`config.mk`:
```
export PLATFORM = sky130hd
export DESIGN_NAME = vcr_bank
export DESIGN_NICKNAME = d
export VERILOG_FILES = /design/src/rtl/vcr_pkg.sv /design/src/rtl/vcr_decode.sv /design/src/rtl/vcr_fxp.sv /design/src/rtl/vcr_cfg.sv /design/src/rtl/vcr_bank.sv
export SDC_FILE = /design/constraint.sdc
export NUM_CORES = 1
export LEC_CHECK = 0
export ABC_AREA = 1
export BUFFER_PORTS_ARGS = -buffer_cell sky130_fd_sc_hd__clkbuf_2
export CELL_PAD_IN_SITES_DETAIL_PLACEMENT = 1
export CELL_PAD_IN_SITES_GLOBAL_PLACEMENT = 2
export CORE_UTILIZATION = 33
export DETAILED_ROUTE_END_ITERATION = 8
export PLACE_DENSITY = 0.9
export SETUP_SLACK_MARGIN = 0.5
export SLEW_MARGIN = 10
export SYNTH_ARGS = -nofsm -noshare
export SYNTH_HDL_FRONTEND = slang
export SYNTH_HIERARCHICAL = 1
export SYNTH_SLANG_ARGS = --single-unit
```
`constraint.sdc`:
```
create_clock -name clk -period 4 [get_ports clk]
set_input_delay 0.4 -clock clk [delete_from_list [all_inputs] [get_ports clk]]
set_output_delay 0.4 -clock clk [all_outputs]
set_load 0.05 [all_outputs]
```
`src/rtl/vcr_pkg.sv`:
```
package vcr_pkg;

    localparam logic [11:0] IDX_VSTART = 12'h008;
    localparam logic [11:0] IDX_VXSAT  = 12'h009;
    localparam logic [11:0] IDX_VXRM   = 12'h00A;
    localparam logic [11:0] IDX_VCSR   = 12'h00F;
    localparam logic [11:0] IDX_VL     = 12'hC20;
    localparam logic [11:0] IDX_VTYPE  = 12'hC21;
    localparam logic [11:0] IDX_VLENB  = 12'hC22;

    typedef enum logic [2:0] {
        SEL_NONE,
        SEL_VSTART,
        SEL_VXSAT,
        SEL_VXRM,
        SEL_VCSR,
        SEL_VL,
        SEL_VTYPE,
        SEL_VLENB
    } vcr_sel_e;

    // Saturation flag and rounding mode: the one physical copy behind three views
    typedef struct packed {
        logic       sat;
        logic [1:0] rnd;
    } fxp_state_t;

endpackage

```
`src/rtl/vcr_decode.sv`:
```
module vcr_decode
    import vcr_pkg::*;
(
    input  logic [11:0] index,
    output vcr_sel_e    sel,
    output logic        read_only
);

    always_comb begin
        sel = SEL_NONE;
        case (index)
            IDX_VSTART: sel = SEL_VSTART;
            IDX_VXSAT:  sel = SEL_VXSAT;
            IDX_VXRM:   sel = SEL_VXRM;
            IDX_VCSR:   sel = SEL_VCSR;
            IDX_VL:     sel = SEL_VL;
            IDX_VTYPE:  sel = SEL_VTYPE;
            IDX_VLENB:  sel = SEL_VLENB;
            default:    sel = SEL_NONE;
        endcase
    end

    always_comb begin
        read_only = (sel == SEL_VL) || (sel == SEL_VTYPE) || (sel == SEL_VLENB);
    end

endmodule

```
`src/rtl/vcr_fxp.sv`:
```
module vcr_fxp
    import vcr_pkg::*;
(
    input  logic       clk,
    input  logic       rst_n,
    input  logic       wr_sat,
    input  logic       wr_rnd,
    input  logic       wr_comb,
    input  logic [2:0] wdata,
    input  logic       sat_set,
    output logic       sat,
    output logic [1:0] rnd
);

    fxp_state_t state_d, state_q;

    always_comb begin
        state_d = state_q;
        // Datapath event first, so a software write in the same cycle overrides it
        if (sat_set) begin
            state_d.sat = 1'b1;
        end
        if (wr_sat) begin
            state_d.sat = wdata[0];
        end
        if (wr_rnd) begin
            state_d.rnd = wdata[1:0];
        end
        if (wr_comb) begin
            state_d.sat = wdata[0];
            state_d.rnd = wdata[2:1];
        end
    end

    always_ff @(posedge clk or negedge rst_n) begin
        if (!rst_n) begin
            state_q <= '0;
        end else begin
            state_q <= state_d;
        end
    end

    assign sat = state_q.sat;
    assign rnd = state_q.rnd;

endmodule

```
`src/rtl/vcr_cfg.sv`:
```
module vcr_cfg #(
    parameter int XLEN       = 64,
    parameter int VSTART_MAX = 65535
) (
    input  logic                clk,
    input  logic                rst_n,
    input  logic                wr_vstart,
    input  logic [XLEN-1:0]     wdata,
    input  logic                vstart_clear,
    input  logic                cfg_load,
    input  logic [XLEN-1:0]     cfg_vl,
    input  logic [XLEN-1:0]     cfg_vtype,
    output logic [XLEN-1:0]     vstart,
    output logic [XLEN-1:0]     vl,
    output logic [XLEN-1:0]     vtype
);

    localparam int VS_W = $clog2(VSTART_MAX + 1);
    localparam logic [XLEN-1:0] CEIL = XLEN'(VSTART_MAX);
    localparam logic [XLEN-1:0] VTYPE_RST = {1'b1, {(XLEN-1){1'b0}}};

    typedef struct packed {
        logic [VS_W-1:0] vstart;
        logic [XLEN-1:0] vl;
        logic [XLEN-1:0] vtype;
    } cfg_state_t;

    cfg_state_t state_d, state_q;
    logic [VS_W-1:0] clamped;

    always_comb begin
        clamped = (wdata > CEIL) ? VS_W'(VSTART_MAX) : wdata[VS_W-1:0];
    end

    always_comb begin
        state_d = state_q;
        if (vstart_clear) begin
            state_d.vstart = '0;
        end
        if (wr_vstart) begin
            state_d.vstart = clamped;
        end
        if (cfg_load) begin
            state_d.vl    = cfg_vl;
            state_d.vtype = cfg_vtype;
        end
    end

    always_ff @(posedge clk or negedge rst_n) begin
        if (!rst_n) begin
            state_q.vstart <= '0;
            state_q.vl     <= '0;
            state_q.vtype  <= VTYPE_RST;
        end else begin
            state_q <= state_d;
        end
    end

    assign vstart = XLEN'(state_q.vstart);
    assign vl     = state_q.vl;
    assign vtype  = state_q.vtype;

endmodule

```
`src/rtl/vcr_bank.sv`:
```
module vcr_bank
    import vcr_pkg::*;
#(
    parameter int XLEN       = 64,
    parameter int VLEN       = 128,
    parameter int VSTART_MAX = 65535
) (
    input  logic            clk,
    input  logic            rst_n,
    input  logic            req_valid,
    input  logic            req_write,
    input  logic [11:0]     req_index,
    input  logic [XLEN-1:0] req_wdata,
    output logic [XLEN-1:0] rsp_rdata,
    output logic            rsp_claimed,
    output logic            rsp_ro_err,
    input  logic            cfg_load,
    input  logic [XLEN-1:0] cfg_vl,
    input  logic [XLEN-1:0] cfg_vtype,
    input  logic            sat_set,
    input  logic            vstart_clear
);

    localparam logic [XLEN-1:0] VLENB_VAL = XLEN'(VLEN / 8);

    vcr_sel_e        sel;
    logic            read_only;
    logic            wr_ok;
    logic            sat_q;
    logic [1:0]      rnd_q;
    logic [XLEN-1:0] vstart_q;
    logic [XLEN-1:0] vl_q;
    logic [XLEN-1:0] vtype_q;

    vcr_decode u_decode (
        .index     (req_index),
        .sel       (sel),
        .read_only (read_only)
    );

    assign wr_ok = req_valid && req_write && !read_only;

    vcr_fxp u_fxp (
        .clk     (clk),
        .rst_n   (rst_n),
        .wr_sat  (wr_ok && (sel == SEL_VXSAT)),
        .wr_rnd  (wr_ok && (sel == SEL_VXRM)),
        .wr_comb (wr_ok && (sel == SEL_VCSR)),
        .wdata   (req_wdata[2:0]),
        .sat_set (sat_set),
        .sat     (sat_q),
        .rnd     (rnd_q)
    );

    vcr_cfg #(
        .XLEN       (XLEN),
        .VSTART_MAX (VSTART_MAX)
    ) u_cfg (
        .clk          (clk),
        .rst_n        (rst_n),
        .wr_vstart    (wr_ok && (sel == SEL_VSTART)),
        .wdata        (req_wdata),
        .vstart_clear (vstart_clear),
        .cfg_load     (cfg_load),
        .cfg_vl       (cfg_vl),
        .cfg_vtype    (cfg_vtype),
        .vstart       (vstart_q),
        .vl           (vl_q),
        .vtype        (vtype_q)
    );

    always_comb begin
        rsp_rdata = '0;
        if (req_valid) begin
            case (sel)
                SEL_VSTART: rsp_rdata = vstart_q;
                SEL_VXSAT:  rsp_rdata = XLEN'(sat_q);
                SEL_VXRM:   rsp_rdata = XLEN'(rnd_q);
                SEL_VCSR:   rsp_rdata = XLEN'({rnd_q, sat_q});
                SEL_VL:     rsp_rdata = vl_q;
                SEL_VTYPE:  rsp_rdata = vtype_q;
                SEL_VLENB:  rsp_rdata = VLENB_VAL;
                default:    rsp_rdata = '0;
            endcase
        end
    end

    assign rsp_claimed = req_valid && (sel != SEL_NONE);
    assign rsp_ro_err  = req_valid && req_write && read_only;

endmodule

```
==> run_results.csv, run 1 <==
group,metric,value,unit
outcome,status,"finished, final reports clean",
clocking,cts-root-buf,"clkbuf_16",
route,drc_errors,0,
route,firstDrtPassIters,5,
place,place_hpwl,18.2,mm
clocking,tritoncts,"built",
timing,hold_violations,0,
timing,fin_crit_sh,0.791,
timing,max_freq,0.316,GHz
route,wl_per_cell,18.5,um
worst_setup_path,crit_family,"buffers and inverters",
global_routing,grt_pass1_vias,8280,
die,io_pins,277,
route,final_antenna_net_count,0,
place,gp_congestion,0.776,
worst_setup_path,worstSetupPathType,"in -> out",
synthesis,netlist_area,0.00866,mm2
place,dpl.cell_count,1418,
global_routing,grt_pass1_wl,43.5,mm
pwr,ir_drop,0.280,mV
die,dieHeight,164,um
clocking,clk_pin_slew_worst_paths,70,ps
timing,maxSlewViolCount,0,
clocking,clk_latency,420,ps
worst_setup_path,worstPathBufferInverterCount,4,
clocking,cts.hold.buffers_added,0,
worst_setup_path,worstPathCellList,"clkbuf_2 > nor2_1 > nand2_1 > nor2_2 > nand3b_1 > nand3_4 > buf_4 > buf_4 > nand4_1 > a31oi_1 > clkbuf_2",
worst_setup_path,cp-start-kind,"input port",
place,placed_cell_area,0.0100,mm2
worst_setup_path,crit_slowest_cell,"buf_4",
timing,finalSetupViolations,0,
synthesis,synth_ff_type,"dfrtp_1",
global_routing,antenna_found_initial,2,
pwr,p_leak,4.59,nW
cells_and_area,fin_cells,1451,
worst_setup_path,cp.required,3600,ps
timing,fin_ws,834,ps
cells_and_area,mostFrequentLayoutCell,"clkbuf_2",
worst_hold_path,hold_class,"in -> async",
clocking,clock_path_buffers,2,
timing,rsz0062_at_grt,"no",
cells_and_area,mostFrequentLayoutCells,"264 x clkbuf_2, 194 x nand4_1, 146 x dfrtp_1",
worst_setup_path,arrival,2770,ps
timing,finalCriticalPeriod,3170,ps
clocking,cts.repair.resized,0,
route,drt_iter0_markers,571,
clocking,cts_setup_buffers,0,
synthesis,postSynthAreaPerCell,9.75,um2
timing,worst_pin_slew,1090,ps
pwr,power_density,337,mW/mm2
route,vias_per_cell,5.31,
timing,skew,0,ps
die,fp.dieArea,0.0269,mm2
cells_and_area,drive_gt1_frac,0.419,
global_routing,grt_overflow_total,0,
global_routing,grt_max_degree,112,
timing,max-slew-margin-rel,0.271,
synthesis,synth.distinct_cells,28,
place,io_buffers,276,
cells_and_area,fillers,3023,
die,num_rows,58,
synthesis,yosysWarnings,6,
cells_and_area,fin_util,0.414,
place,place_ws,853,ps
cells_and_area,fin_area,0.0105,mm2
worst_setup_path,slowest_delay,470,ps
job,drv_cap,0,
cells_and_area,syn_to_final_growth,21.7,%
global_routing,grt_usage,0.206,
worst_setup_path,crit_path_end_kind,"output pin",
synthesis,synthCells,888,
route,routed_wl,26.8,mm
synthesis,synth-edff-count,0,
die,coreArea,0.0255,mm2
synthesis,ys_seq_area_frac,0.425,
timing,tns,0,ps
clocking,htreeDepth,4,
synthesis,synth_seq_cells,147,
clocking,numClockSinks,147,
route,vias,7706,
die,die_x,164,um
cells_and_area,nets,1318,
clocking,cts_buffers,17,
worst_setup_path,crit_fanout,36,
die,start_util,0.340,
synthesis,async_flop_share,1.00,
-- report_power, final --
| group | total (mW) | internal [mW] | switching [mW] |
|---|---|---|---|
| combinational | 0.364 | 0.202 | 0.161 |
| clock | 1.51 | 0.819 | 0.686 |
| sequential | 1.69 | 1.62 | 0.0700 |
| total | 3.56 | 2.64 | 0.918 |
-- metrics by stage --
step                hold slack [ps]  power, mW
finish                         42.5       3.56
global route                    117       3.71
CTS                            91.2       3.61
detailed placement              469       2.08
global placement                464       2.06
floorplan                       104       1.92
-- final timing paths --
path	start	depth (start not counted)	endpoint	slack (ps)
worst max-delay path	req_index[7]	11	rsp_rdata[34]	830
min in group clk	cfg_vtype[12]	2	u_cfg/vtype[12]$_DFFE_PN0P_	210
worst min-delay path	rst_n	1	u_cfg/vtype[47]$_DFFE_PN0P_	40
worst max register to register	u_cfg/vl[2]$_DFFE_PN0P_	1	u_cfg/vl[2]$_DFFE_PN0P_	3200
worst min register to register	u_cfg/vstart[1]$_DFFE_PN0P_	2	u_cfg/vstart[1]$_DFFE_PN0P_	480
max in group asynchronous	rst_n	2	u_cfg/vstart[2]$_DFFE_PN0P_	3060
-- synth_stat cells (2+ instances only) --
library cell  number  area share
nor2_1            53       0.023
nand2_1           80       0.035
o21ai_1            2      0.0012
nand4_1          194        0.14
a31oi_1           60       0.043
buf_2             44       0.025
buf_4             74       0.064
dfrtp_1          146        0.42
mux2_2           128        0.17
inv_1             30       0.013
nand3_1           31       0.018
clkbuf_1           2     0.00087
o21ai_0            2      0.0012
nor4_2             3      0.0043
nor2_2             4      0.0029
buf_6             19       0.025
inv_2              2     0.00087
a21oi_1            4      0.0023
-- layout make-up --
| cell class | instances | area (um2) | share of cell area |
|---|---|---|---|
| sequential | 147 | 3680 | 0.349 |
| multi-input combinational | 615 | 4040 | 0.383 |
| timing repair buffer | 293 | 1730 | 0.164 |
| antenna | 2 | 5.00 | 0.000475 |
| tap | 330 | 413 | 0.0392 |
| inverter | 33 | 131 | 0.0125 |
| clock inverter | 12 | 98.8 | 0.00937 |
| clock buffer | 19 | 443 | 0.0420 |
-- logic make-up (layout without fill, tap and decap cells) --
family,after synthesis,in the layout,synth area share
buffers and inverters,173,357,0.131
other,1,50,0.000433
DFF,147,147,0.425
muxes,128,128,0.166
and+or+nand+nor,370,370,0.228
AOI/OAI and AO/OA,69,69,0.0488
-- sequential cells by signal, summed over array words and instances, names as in the netlist --
name and count:
u_cfg/vl 64, u_cfg/vstart 16, u_cfg/vtype 64, u_fxp/rnd 2, u_fxp/sat 1
-- layer usage --
metal	part of all wire	vias to the layer above	GRT usage
li1	-	3625	-
met1	0.42	3774	0.252
met2	0.50	260	0.354
met3	0.052	47	0.0371
met4	0.031	0	0.0875
met5	0	-	0
No activity file was read; power rests on OpenSTA's default activity.
==> inputs of run 2 (changes only) <==
CORE_UTILIZATION = 31   (was 33)
PLACE_DENSITY = 0.85   (was 0.9)
clock period = 3.1 ns   (was 4 ns; I/O delays follow)
==> run 2 against run 1 <==
Against the previous run: combinational power up 35%; routed wire length rose by 15%; non-clock buffer count is 32 higher; register-to-register slack got worse by 890 ps; via count is 2.8% higher; sequential share of layout area is 3.4 points lower; clock power rose by 38%; sequential power is 29% higher; hold slack gained 71 ps.
==> run_results.csv, run 2 (synthesis gave the netlist of run 1 again) <==
group,metric,value,unit
worst_hold_path,hold_path_end,"u_cfg/vtype[26]$_DFFE_PN0P_",
clocking,clock_path_buffers,2,
die,die_x,169,um
timing,fin_crit_sh,0.832,
cells_and_area,reg_top3,"u_cfg/vl (64), u_cfg/vtype (64), u_cfg/vstart (16)",
pwr,power_density,406,mW/mm2
worst_setup_path,cp_common_cell,"buf_12",
route,wl_per_cell,20.2,um
worst_setup_path,slowest_delay,330,ps
place,io_buffers,276,
timing,hold_violations,0,
route,final_antenna_net_count,0,
die,fp.dieArea,0.0286,mm2
cells_and_area,nets,1351,
job,drv_cap,0,
pwr,p_leak,5.00,nW
worst_setup_path,crit_fanout,15,
timing,skew,0,ps
worst_setup_path,worstPathCellList,"clkbuf_4 > inv_1 > nand2_1 > a21oi_1 > nand2_2 > nand3_4 > o21a_4 > buf_12 > clkinv_8 > buf_12 > clkbuf_16 > nand4_1 > a31oi_2 > buf_12",
timing,finalCriticalPeriod,2580,ps
place,gp_congestion,0.758,
route,routed_wl,30.8,mm
timing,tns,0,ps
clocking,htreeDepth,4,
route,vias_per_cell,5.19,
route,drt_iter0_markers,609,
clocking,clk_pin_slew_worst_paths,70,ps
die,coreArea,0.0272,mm2
clocking,cts_buffers,17,
route,drc_errors,0,
cells_and_area,syn_to_final_growth,35.1,%
global_routing,grt_pass1_wl,44.6,mm
cells_and_area,fin_util,0.431,
place,place_hpwl,19.0,mm
worst_setup_path,r2r_slack,2310,ps
worst_setup_path,cp-start-kind,"input port",
die,dieHeight,169,um
worst_setup_path,rr_worst_depth,1,
clocking,tritoncts,"built",
worst_setup_path,crit_family,"buffers and inverters",
timing,max_freq,0.388,GHz
cells_and_area,antenna_cells,0,
die,num_rows,60,
cells_and_area,drive_gt1_frac,0.479,
worst_hold_path,hold_class,"in -> reg",
worst_hold_path,min-delay-start,"cfg_vtype[26]",
worst_hold_path,min_path_cells,2,
clocking,numClockSinks,147,
timing,worst_pin_slew,720,ps
pwr,p_total,4.75,mW
worst_setup_path,regToRegStartpoint,"u_cfg/vl[3]$_DFFE_PN0P_",
worst_setup_path,worstSetupPathType,"in -> out",
worst_setup_path,crit_path_end_kind,"output pin",
worst_setup_path,crit_slowest_cell,"a31oi_2",
global_routing,grt_pass1_vias,8051,
cells_and_area,mostFrequentLayoutCell,"clkbuf_2",
die,io_pins,277,
timing,maxSlewViolCount,0,
global_routing,grt_max_degree,71,
global_routing,grt_overflow_total,0,
outcome,status,"finished, final reports clean",
worst_setup_path,worstPathBufferInverterCount,7,
global_routing,antenna_found_initial,0,
timing,finalSetupViolations,0,
timing,rsz0062_at_grt,"yes",
die,start_util,0.319,
global_routing,grt_usage,0.199,
clocking,cts-root-buf,"clkbuf_16",
cells_and_area,mostFrequentLayoutCells,"210 x clkbuf_2, 194 x nand4_1, 146 x dfrtp_1",
route,firstDrtPassIters,7,
timing,max-slew-margin-rel,0.520,
clocking,clk_latency,420,ps
pwr,ir_drop,0.360,mV
worst_setup_path,arrival,2270,ps
worst_setup_path,worstReg2RegEnd,"u_cfg/vl[3]$_DFFE_PN0P_",
route,vias,7922,
worst_setup_path,cp.required,2790,ps
-- run 2: cell count changes in the layout (fill, tap and decap cells not counted), moves of 4 or more --
| cell | change |
|---|---|
| buf_16 | +5 |
| a31oi_1 | -37 |
| nor2_1 | -6 |
| clkbuf_4 | +16 |
| buf_8 | +4 |
| a31oi_2 | +37 |
| buf_6 | +8 |
| buf_4 | +25 |
| clkbuf_2 | -54 |
| clkbuf_16 | +6 |
| buf_2 | +10 |
| buf_12 | +6 |
| nor2_4 | +4 |
-- run 2: metal layers --
metal,share of wire,vias to the layer above,GRT usage
met1,0.44,3935,0.265
met2,0.49,260,0.330
met5,0,-,0
li1,-,3688,-
met3,0.046,39,0.0366
met4,0.019,0,0.0556
-- run 2: cell type report --
| class | count | area, um2 |
|---|---|---|
| Clock buffer | 18 | 439 |
| Multi-Input combinational cell | 616 | 4340 |
| Clock inverter | 14 | 140 |
| Sequential cell | 147 | 3680 |
| Fill cell | 3098 | 15500 |
| Tap cell | 372 | 465 |
| Timing Repair Buffer | 325 | 2480 |
| Inverter | 33 | 163 |
-- run 2: timing repair --
action,in CTS,in global routing
hold endpoints to repair,58,0
resized for setup,38,115
hold buffers,1,0
setup endpoints to repair,63,65
gates cloned,2,8
pin swaps,1,17
buffers inserted,2,16
-- run 2: worst max path at each step --
stage,from,endpoint,slack (ps),depth (start not counted)
final,req_index[0],rsp_rdata[5],520,14
after global routing,req_index[9],rsp_rdata[0],450,16
after CTS,req_index[0],rsp_rdata[0],470,14
after detailed placement,req_index[7],rsp_rdata[36],360,11
after global placement,req_index[7],rsp_rdata[36],400,11
after floorplan,req_index[9],rsp_rdata[59],500,11
-- run 2: stage by stage --
step	hold slack (ps)	std cells	cell area, um2	setup WS, ps
CTS	88.2	1501	11100	468
global route	95.4	1525	11700	452
global placement	332	1464	10300	401
finish	113	1525	11700	520
floorplan	14.4	935	9010	504
detailed placement	329	1464	10300	356
-- run 2: power breakdown --
group | internal, mW | switching (mW)
sequential | 2.09 | 0.0927
combinational | 0.268 | 0.223
clock | 1.15 | 0.931
==> inputs of run 3 (changes only) <==
CORE_UTILIZATION = 28   (was 31)
PLACE_DENSITY = 0.81   (was 0.85)
clock period = 2.1 ns   (was 3.1 ns; I/O delays follow)
==> run 3 against run 2 <==
Against the previous run: the flow now finishes with violations (negative setup slack); sequential share of layout area shrank 5.9 points; cell count increased by 8.5%; sequential cell count is the same; utilization up 4.1 points; largest cell class unchanged; worst setup slack worse by 710 ps; combinational power is 76% higher; critical path type unchanged; critical endpoint is now rsp_rdata[18]; count of clock-buffer cells in the layout did not move; global-route usage is 2.0 points higher; clock skew unchanged; largest power group is now clock; die area rose by 11%; critical path depth decreased by 1.
==> run_results.csv, run 3 (synthesis gave the netlist of run 1 again) <==
group,metric,value,unit
worst_setup_path,worstReg2RegEnd,"u_cfg/vl[20]$_DFFE_PN0P_",
worst_setup_path,rr_worst_depth,1,
worst_setup_path,worstSetupPathType,"in -> out",
timing,finalCriticalPeriod,2290,ps
outcome,status,"finished, violations left",
global_routing,grt_max_degree,54,
worst_setup_path,regToRegStartpoint,"u_cfg/vl[20]$_DFFE_PN0P_",
die,dieHeight,178,um
route,final_antenna_net_count,0,
timing,rsz0062_at_grt,"yes",
cells_and_area,reg_top3,"u_cfg/vl (64), u_cfg/vtype (64), u_cfg/vstart (16)",
clocking,cts_buffers,17,
route,routed_wl,34.7,mm
clocking,numClockSinks,147,
pwr,p_leak,5.87,nW
timing,fin_crit_sh,1.09,
route,drt_iter0_markers,394,
timing,skew,0,ps
worst_setup_path,crit_slowest_cell,"bufbuf_16",
clocking,htreeDepth,4,
worst_hold_path,min_path_cells,2,
timing,fin_ws,-190,ps
die,fp.dieArea,0.0316,mm2
worst_setup_path,cp-start-kind,"input port",
cells_and_area,fin_util,0.472,
global_routing,grt_usage,0.219,
route,firstDrtPassIters,5,
cells_and_area,syn_to_final_growth,66.2,%
die,num_rows,64,
clocking,clock_path_buffers,2,
cells_and_area,mostFrequentLayoutCells,"202 x clkbuf_2, 194 x nand4_1, 146 x dfrtp_1",
route,vias,8522,
global_routing,grt_pass1_wl,52.8,mm
worst_setup_path,worstPathBufferInverterCount,6,
timing,hold_violations,0,
die,coreArea,0.0305,mm2
cells_and_area,nets,1456,
cells_and_area,fillers,3283,
route,wl_per_cell,21.0,um
place,place_ws,-294,ps
route,route.met3.wl,1.54,mm
timing,finalSetupViolations,63,
worst_setup_path,cp.required,1890,ps
worst_hold_path,min-delay-start,"cfg_vl[53]",
route,vias_per_cell,5.15,
die,die_x,178,um
timing,maxSlewViolCount,0,
place,place_hpwl,21.5,mm
cells_and_area,drive_gt1_frac,0.534,
worst_setup_path,worstPathCellList,"clkbuf_8 > nand2_4 > inv_2 > nand2_1 > nor2_4 > nand2_2 > nand3_4 > buf_6 > inv_8 > bufbuf_16 > nand4_1 > a31oi_4 > buf_8",
worst_setup_path,r2r_slack,1280,ps
clocking,clk_latency,430,ps
clocking,tritoncts,"built",
worst_setup_path,crit_family,"buffers and inverters",
worst_hold_path,hold_class,"in -> reg",
route,drc_errors,0,
die,start_util,0.284,
route,wl_met2,17.9,mm
route,top_layer,"met4",
global_routing,grt_overflow_total,0,
die,io_pins,277,
outcome,violations,"negative setup slack",
place,gp_congestion,0.763,
timing,max-slew-margin-rel,0.596,
worst_setup_path,slowest_delay,310,ps
global_routing,antenna_found_initial,2,
pwr,ir_drop,0.415,mV
timing,max_freq,0.437,GHz
global_routing,grt_pass1_vias,9224,
worst_setup_path,crit_fanout,18,
pwr,power_density,510,mW/mm2
route,met1_length,14.4,mm
worst_setup_path,arrival,2080,ps
job,drv_cap,0,
clocking,clk_pin_slew_worst_paths,60,ps
worst_setup_path,crit_path_end_kind,"output pin",
worst_hold_path,hold_path_end,"u_cfg/vl[53]$_DFFE_PN0P_",
place,io_buffers,276,
timing,worst_pin_slew,605,ps
clocking,cts-root-buf,"clkbuf_16",
cells_and_area,mostFrequentLayoutCell,"clkbuf_2",
worst_setup_path,crit_path_start,"req_index[10]",
==> run 3: cell types whose count changed in the layout (fill, tap and decap cells not counted), moves of 21 or more <==
cell | before | now
dlygate4sd3_1 | 1 | 32
a31oi_1 | 23 | 0
buf_4 | 37 | 58
buf_12 | 21 | 44
a31oi_2 | 37 | 0
a31oi_4 | 0 | 60
buf_8 | 4 | 52
==> run 3: worst max path at each step <==
stage	depth (start not counted)	slack [ps]	end
2_1_floorplan	11	180	rsp_rdata[56]
6_report	13	-190	rsp_rdata[18]
3_5_place_dp	12	-290	rsp_rdata[20]
3_3_place_gp	12	-230	rsp_rdata[18]
5_1_grt	12	-280	rsp_rdata[18]
4_1_cts	14	-130	rsp_rdata[1]
==> run 3: cell type report <==
type                            count  area (um2)  area share
Multi-Input combinational cell    616        5170       0.359
Timing Repair Buffer              429        4260       0.296
Sequential cell                   147        3680       0.256
Tap cell                          396         495      0.0344
Clock buffer                       18         429      0.0298
Clock inverter                     13         185      0.0129
Inverter                           33         164      0.0114
Timing Repair inverter              1        8.76    0.000608
Antenna cell                        2        5.00    0.000348
==> run 3: routing by layer <==
layer	global-route usage	vias up
li1	-	3915
met1	0.268	4261
met2	0.387	291
met3	0.0409	55
met4	0.0684	0
met5	0	-
==> run 3: repair_timing <==
action | CTS | global route
gates resized for setup | 161 | 81
hold endpoints to repair | 78 | 0
setup buffers | 16 | 14
pin swaps | 52 | 55
setup endpoints to repair | 85 | 85
cloned | 16 | 5
hold buffers | 32 | 0
==> run 3: where the power goes <==
group          internal (mW)  switching [mW]  leakage [nW]
registers               3.08           0.147          1.76
logic                  0.467           0.395          3.83
clock network           1.98            1.27         0.284
==> run 3: stage by stage <==
| stage | cell area, um2 | instances | setup TNS, ps | power [mW] | hold slack [ps] |
|---|---|---|---|---|---|
| final | 14400 | 1655 | -5850 | 7.34 | 14.5 |
| after global placement | 11800 | 1539 | -10760 | 4.02 | 223 |
| after floorplan | 9900 | 935 | 0 | 3.69 | -85.6 |
| after CTS | 14000 | 1634 | -4960 | 7.39 | 0.0108 |
| after detailed placement | 11800 | 1539 | -15570 | 4.06 | 216 |
| after global routing | 14400 | 1655 | -12820 | 7.62 | 5.23 |
